File: config.mk
export PLATFORM = sky130hd
export DESIGN_NAME = seg_page_xlate
export DESIGN_NICKNAME = d
export VERILOG_FILES = /design/src/rtl/xlate_pkg.sv /design/src/rtl/seg_table.sv /design/src/rtl/page_table.sv /design/src/rtl/rights_check.sv /design/src/rtl/seg_page_xlate.sv
export SDC_FILE = /design/constraint.sdc
export NUM_CORES = 2
export LEC_CHECK = 0
export ABC_CLOCK_PERIOD_IN_PS = 7000
export CORE_UTILIZATION = 40
export CTS_CLUSTER_DIAMETER = 120
export DETAILED_ROUTE_END_ITERATION = 10
export GPL_ROUTABILITY_DRIVEN = 0
export PLACE_DENSITY = 0.59
export SETUP_SLACK_MARGIN = 0.15
export SLEW_MARGIN = 20
export SYNTH_ARGS = -nofsm -noshare
export SYNTH_HDL_FRONTEND = slang
export SYNTH_HIERARCHICAL = 1
export SYNTH_SLANG_ARGS = --single-unit
export TNS_END_PERCENT = 30
File: constraint.sdc
create_clock -name clk -period 7 [get_ports clk]
set_input_delay 0.7 -clock clk [delete_from_list [all_inputs] [get_ports clk]]
set_output_delay 0.7 -clock clk [all_outputs]
set_load 0.02 [all_outputs]
File: src/rtl/xlate_pkg.sv
package xlate_pkg;

    typedef enum logic [2:0] {
        V_OK           = 3'd0,
        V_SEG_BOUND    = 3'd1,
        V_SEG_RIGHTS   = 3'd2,
        V_PAGE_ABSENT  = 3'd3,
        V_PAGE_RO      = 3'd4
    } verdict_e;

    typedef enum logic [1:0] {
        RS_IDLE  = 2'd0,
        RS_DONE  = 2'd1,
        RS_FAULT = 2'd2
    } rsp_state_e;

    localparam int RIGHT_ACCESS = 0;
    localparam int RIGHT_WRITE  = 1;

endpackage

File: src/rtl/seg_table.sv
module seg_table #(
    parameter int SEG_W = 4,
    parameter int PTR_W = 6,
    parameter int LEN_W = 9
) (
    input  logic             clk,
    input  logic             rst_n,
    input  logic             we,
    input  logic [SEG_W-1:0] widx,
    input  logic [PTR_W-1:0] wstart,
    input  logic [LEN_W-1:0] wlen,
    input  logic [1:0]       wrights,
    input  logic [SEG_W-1:0] ridx,
    output logic [PTR_W-1:0] rstart,
    output logic [LEN_W-1:0] rlen,
    output logic [1:0]       rrights
);
    localparam int NSEG = 1 << SEG_W;

    logic [PTR_W-1:0] start_q  [NSEG];
    logic [LEN_W-1:0] len_q    [NSEG];
    logic [1:0]       rights_q [NSEG];

    for (genvar g = 0; g < NSEG; g++) begin : g_seg
        always_ff @(posedge clk) begin
            if (!rst_n) begin
                start_q[g]  <= '0;
                len_q[g]    <= '0;
                rights_q[g] <= '0;
            end else if (we && widx == SEG_W'(g)) begin
                start_q[g]  <= wstart;
                len_q[g]    <= wlen;
                rights_q[g] <= wrights;
            end
        end
    end

    assign rstart  = start_q[ridx];
    assign rlen    = len_q[ridx];
    assign rrights = rights_q[ridx];
endmodule

File: src/rtl/page_table.sv
module page_table #(
    parameter int PTR_W   = 6,
    parameter int FRAME_W = 12
) (
    input  logic               clk,
    input  logic               rst_n,
    input  logic               we,
    input  logic [PTR_W-1:0]   widx,
    input  logic [FRAME_W-1:0] wframe,
    input  logic [1:0]         wrights,
    input  logic [PTR_W-1:0]   ridx,
    output logic [FRAME_W-1:0] rframe,
    output logic [1:0]         rrights
);
    localparam int DEPTH = 1 << PTR_W;

    logic [FRAME_W-1:0] frame_q  [DEPTH];
    logic [1:0]         rights_q [DEPTH];

    for (genvar g = 0; g < DEPTH; g++) begin : g_pte
        always_ff @(posedge clk) begin
            if (!rst_n) begin
                frame_q[g]  <= '0;
                rights_q[g] <= '0;
            end else if (we && widx == PTR_W'(g)) begin
                frame_q[g]  <= wframe;
                rights_q[g] <= wrights;
            end
        end
    end

    assign rframe  = frame_q[ridx];
    assign rrights = rights_q[ridx];
endmodule

File: src/rtl/rights_check.sv
module rights_check
    import xlate_pkg::*;
#(
    parameter int PAGE_W = 8,
    parameter int LEN_W  = PAGE_W + 1
) (
    input  logic [PAGE_W-1:0] page,
    input  logic [LEN_W-1:0]  seg_len,
    input  logic [1:0]        seg_rights,
    input  logic [1:0]        pte_rights,
    input  logic              is_write,
    output verdict_e          verdict
);
    always_comb begin
        if (LEN_W'(page) >= seg_len)
            verdict = V_SEG_BOUND;
        else if (!seg_rights[RIGHT_ACCESS] || (is_write && !seg_rights[RIGHT_WRITE]))
            verdict = V_SEG_RIGHTS;
        else if (!pte_rights[RIGHT_ACCESS])
            verdict = V_PAGE_ABSENT;
        else if (is_write && !pte_rights[RIGHT_WRITE])
            verdict = V_PAGE_RO;
        else
            verdict = V_OK;
    end
endmodule

File: src/rtl/seg_page_xlate.sv
module seg_page_xlate
    import xlate_pkg::*;
#(
    parameter int SEG_W   = 4,
    parameter int PAGE_W  = 8,
    parameter int OFF_W   = 12,
    parameter int PTR_W   = 6,
    parameter int FRAME_W = 12,
    localparam int LEN_W  = PAGE_W + 1,
    localparam int VA_W   = SEG_W + PAGE_W + OFF_W,
    localparam int PA_W   = FRAME_W + OFF_W
) (
    input  logic               clk,
    input  logic               rst_n,
    input  logic               cfg_seg_we,
    input  logic [SEG_W-1:0]   cfg_seg_idx,
    input  logic [PTR_W-1:0]   cfg_seg_start,
    input  logic [LEN_W-1:0]   cfg_seg_len,
    input  logic [1:0]         cfg_seg_rights,
    input  logic               cfg_pte_we,
    input  logic [PTR_W-1:0]   cfg_pte_idx,
    input  logic [FRAME_W-1:0] cfg_pte_frame,
    input  logic [1:0]         cfg_pte_rights,
    input  logic               req_valid,
    input  logic [VA_W-1:0]    req_vaddr,
    input  logic               req_write,
    output logic               rsp_valid,
    output logic               rsp_fault,
    output logic [PA_W-1:0]    rsp_paddr,
    output logic [2:0]         rsp_code
);
    logic [SEG_W-1:0]   va_seg;
    logic [PAGE_W-1:0]  va_page;
    logic [OFF_W-1:0]   va_off;
    logic [PTR_W-1:0]   seg_start;
    logic [LEN_W-1:0]   seg_len;
    logic [1:0]         seg_rights;
    logic [PTR_W-1:0]   pte_idx;
    logic [FRAME_W-1:0] pte_frame;
    logic [1:0]         pte_rights;
    verdict_e           verdict;

    rsp_state_e         state_q, state_d;
    logic [PA_W-1:0]    paddr_q;
    logic [2:0]         code_q;

    assign {va_seg, va_page, va_off} = req_vaddr;
    assign pte_idx = seg_start + PTR_W'(va_page);

    seg_table #(.SEG_W(SEG_W), .PTR_W(PTR_W), .LEN_W(LEN_W)) u_seg (
        .clk(clk), .rst_n(rst_n),
        .we(cfg_seg_we), .widx(cfg_seg_idx), .wstart(cfg_seg_start),
        .wlen(cfg_seg_len), .wrights(cfg_seg_rights),
        .ridx(va_seg), .rstart(seg_start), .rlen(seg_len), .rrights(seg_rights)
    );

    page_table #(.PTR_W(PTR_W), .FRAME_W(FRAME_W)) u_pte (
        .clk(clk), .rst_n(rst_n),
        .we(cfg_pte_we), .widx(cfg_pte_idx), .wframe(cfg_pte_frame),
        .wrights(cfg_pte_rights),
        .ridx(pte_idx), .rframe(pte_frame), .rrights(pte_rights)
    );

    rights_check #(.PAGE_W(PAGE_W), .LEN_W(LEN_W)) u_chk (
        .page(va_page), .seg_len(seg_len), .seg_rights(seg_rights),
        .pte_rights(pte_rights), .is_write(req_write), .verdict(verdict)
    );

    // Next-state: the response state depends only on this cycle's request.
    always_comb begin
        state_d = RS_IDLE;
        if (req_valid)
            state_d = (verdict == V_OK) ? RS_DONE : RS_FAULT;
    end

    // State register with captured response data.
    always_ff @(posedge clk) begin
        if (!rst_n) begin
            state_q <= RS_IDLE;
            paddr_q <= '0;
            code_q  <= '0;
        end else begin
            state_q <= state_d;
            if (req_valid) begin
                paddr_q <= (verdict == V_OK) ? {pte_frame, va_off} : '0;
                code_q  <= verdict;
            end
        end
    end

    // Outputs decoded from the state register.
    always_comb begin
        rsp_valid = 1'b0;
        rsp_fault = 1'b0;
        rsp_paddr = '0;
        rsp_code  = '0;
        unique case (state_q)
            RS_IDLE: ;
            RS_DONE: begin
                rsp_valid = 1'b1;
                rsp_paddr = paddr_q;
            end
            RS_FAULT: begin
                rsp_valid = 1'b1;
                rsp_fault = 1'b1;
                rsp_code  = code_q;
            end
            default: ;
        endcase
    end

    a_r2_rsp_follows_req: assert property (@(posedge clk) disable iff (!rst_n)
        req_valid |=> rsp_valid);
    a_r2_no_rsp_without_req: assert property (@(posedge clk) disable iff (!rst_n)
        !req_valid |=> !rsp_valid);
    a_r3_bound_fault: assert property (@(posedge clk) disable iff (!rst_n)
        (req_valid && (LEN_W'(va_page) >= seg_len)) |=> (rsp_fault && rsp_code == 3'd1));
    a_r6_write_needs_both_rights: assert property (@(posedge clk) disable iff (!rst_n)
        (req_valid && req_write && verdict == V_OK) |-> (seg_rights[1] && pte_rights[1]));
    a_r7_offset_kept: assert property (@(posedge clk) disable iff (!rst_n)
        (rsp_valid && !rsp_fault) |-> (rsp_paddr[OFF_W-1:0] == $past(va_off)));
    a_r8_fault_zero_addr: assert property (@(posedge clk) disable iff (!rst_n)
        rsp_fault |-> (rsp_paddr == '0 && rsp_code != 3'd0));
endmodule

==> metrics.yaml <==
status: "complete, no violations"
rsz0062_at_grt: "false"
crit_path_start_kind: "flop"
hp-start: "paddr_q[10]"
multi_input_area_mm2: 0.0179
ys_seq_area_frac: 0.648
grt.total_usage: 0.218
setup_viol_count_final: 0
cts_made_buffers: 135
dieArea_mm2: 0.139
detail_route.iter0.violations: 3344
worst_slew_pin_slew_ns: 1.12
synthCells: 3563
detail_route.vias_per_cell: 5.49
grt_pass1_wl_um: 219000
core_area_mm2: 0.136
area_delta_synth_final_pct: 13.2
io_pins: 100
drive_gt1_frac: 0.190
antenna_found_initial: 7
path_class: "flop to flop"
post-cts-setup-buffers: 0
slew_headroom: 0.251
fin_crit_ns: 5.69
wl_per_cell_um: 27.3
yosysTopAreaCell: "edfxtp_1"
r2r-start: "u_seg/start_q[3][0]"
p_total_mw: 18.5
p_leak_nw: 21.4
first_pass_iters: 7
min_period_over_period: 0.813
ys_types: 58
cts_tree: "built"
irDropWorstVdd_v: 0.000219
dp_hpwl_um: 93300
highest_layer: "met5"
synth_area_leaders: "edfxtp_1 (64%), and2_1 (14%), mux4_2 (12%), clkbuf_1 (1.5%), dfxtp_1 (1.1%)"
cp-startpoint: "u_seg/start_q[3][0]"
die_width_um: 373
end_kind: "flop"
setup_tns_ns: 0
route.met3.wl_um: 11900
power_density_mw_per_mm2: 297
synth_edf_count: 1168
grt_overflow: 0
drv_slew: 0
ys_ff_latch: 1197
fin_util: 0.458
clk_latency_ns: 0.77
die_y_um: 373
fin_nets: 3717
h-tree-depth: 4
synth_nets: 3650
root_buffer: "clkbuf_16"
synth_most_common_cell: "and2_1"
regArea_mm2: 0.0357
holdCritPathClass: "flop to flop"
io_buffers: 99
drv_cap: 0
clkSlewWorstSetupHoldPaths_ns: 0.06
synth_flop_cell: "edfxtp_1"
drtAntennaViolNets: 0
start_util: 0.404
cts_hold_buf: 0
nFillCells: 11595
finalHoldViolCount: 0
cts.sinks: 1197
wl_met2_um: 70800
drt-met1-wl_um: 64100
cts_resized: 0
yosys-top-cells-count: "and2_1 (1,197), edfxtp_1 (1,168), mux4_2 (290)"
vias: 30303
crit_required_ns: 7.68
syn_area_mm2: 0.0550
drt-total-wl_um: 151000
grt_pass1_vias: 30407
cts.path.max_buffers: 3
async_reset_ff_frac: 0
cp_max_fo: 38
drc: 0
synth_area_per_cell_um2: 15.4
grt_max_degree: 65
worst_clock_skew_ns: 0.0354
max_freq_mhz: 176
num_rows: 135
synth.top_cell.area_share: 0.638
arrival_ns: 6.37
ys_warn_count: 6
## layer usage
layer  track usage  up-vias
met4        0.0662        4
met5             0        -
met3        0.0465      213
li1              -    13298
met1         0.306    15631
met2         0.341     1157
## flip-flops by register name, summed over array words and instances (netlist names)
register / cells
u_pte/frame_q: 768
code_q: 3
u_seg/rights_q: 32
u_seg/start_q: 96
paddr_q: 24
state_q: 2
u_pte/rights_q: 128
u_seg/len_q: 144
## layout by cell type (no fill, tap or decap), types with 15 or more instances in the layout
master | Yosys | layout
inv_1 | 16 | 16
nand2_1 | 39 | 39
o21ai_1 | 1 | 68
a211oi_1 | 16 | 16
mux2i_1 | 45 | 45
buf_2 | 34 | 15
a22o_1 | 21 | 21
and2_1 | 1197 | 1197
o22ai_1 | 19 | 19
a21oi_1 | 22 | 22
nor2_1 | 90 | 74
o21ai_0 | 102 | 22
clkinv_1 | 0 | 21
nor2_2 | 10 | 26
clkinv_2 | 0 | 22
mux4_2 | 290 | 290
edfxtp_1 | 1168 | 1168
clkbuf_16 | 0 | 136
clkdlybuf4s50_1 | 0 | 82
buf_4 | 15 | 148
dfxtp_1 | 29 | 29
clkbuf_1 | 224 | 31
a22oi_1 | 34 | 34
## area by class of cell
| cell class | count | share of cell area |
|---|---|---|
| clock inverter | 71 | 0.0108 |
| clock buffer | 171 | 0.0574 |
| timing repair buffer | 252 | 0.0344 |
| multi-input combinational | 2028 | 0.288 |
| antenna | 2 | 0.0000804 |
| sequential | 1197 | 0.573 |
| tap | 1781 | 0.0358 |
| inverter | 16 | 0.000965 |
## report_power, final
| group | internal (mW) | switching, mW | total [mW] |
|---|---|---|---|
| Sequential | 8.25 | 0.128 | 8.38 |
| Combinational | 1.28 | 1.94 | 3.22 |
| Clock | 3.91 | 2.95 | 6.86 |
## worst max-delay path, stage by stage (launching register included)
cell      delay (ns)
edfxtp_1        0.37
mux4_2          0.48
a22oi_1         0.30
nand2_1         0.16
ha_4            0.19
fa_4            1.02
buf_12          0.34
mux4_2          0.54
mux2i_1         0.33
a211oi_1        0.15
o21ai_0         0.37
o31ai_1         0.22
nand4_1         0.12
nor3_1          0.08
nor3_2          0.23
nor2b_2         0.16
buf_4           0.32
a22o_1          0.19
## through the flow
step                worst slack (ns)  instance area [µm²]  cells  hold WS (ns)
floorplan                       1.66                55000   3563         0.440
global placement               0.635                57900   5273         0.453
detailed placement             0.607                58000   5273         0.460
CTS                             1.33                62200   5515         0.474
global route                    1.15                62200   5516         0.495
finish                          1.31                62200   5518         0.471
## final timing paths
kind | end | slack [ns] | depth (start not counted)
setup / recovery | paddr_q[11] | 1.31 | 17
setup reg to reg | paddr_q[11] | 1.31 | 17
hold reg to reg | paddr_q[10] | 0.47 | 1
hold / removal | paddr_q[10] | 0.47 | 1
## kinds of logic (layout without fill, tap and decap cells)
group                    Yosys count  in the layout  synth area share
AND/OR/NAND/NOR                 1394           1394             0.153
flip-flops                      1197           1197             0.648
XOR/XNOR                           5              5          0.000796
other                              0              2                 0
AO/OA/AOI/OAI                    262            262            0.0309
adder cells (fa/ha/maj)           16             16           0.00378
multiplexers                     351            351             0.134
buffers and inverters            338            510            0.0291
(Power assumes the default switching activity.)
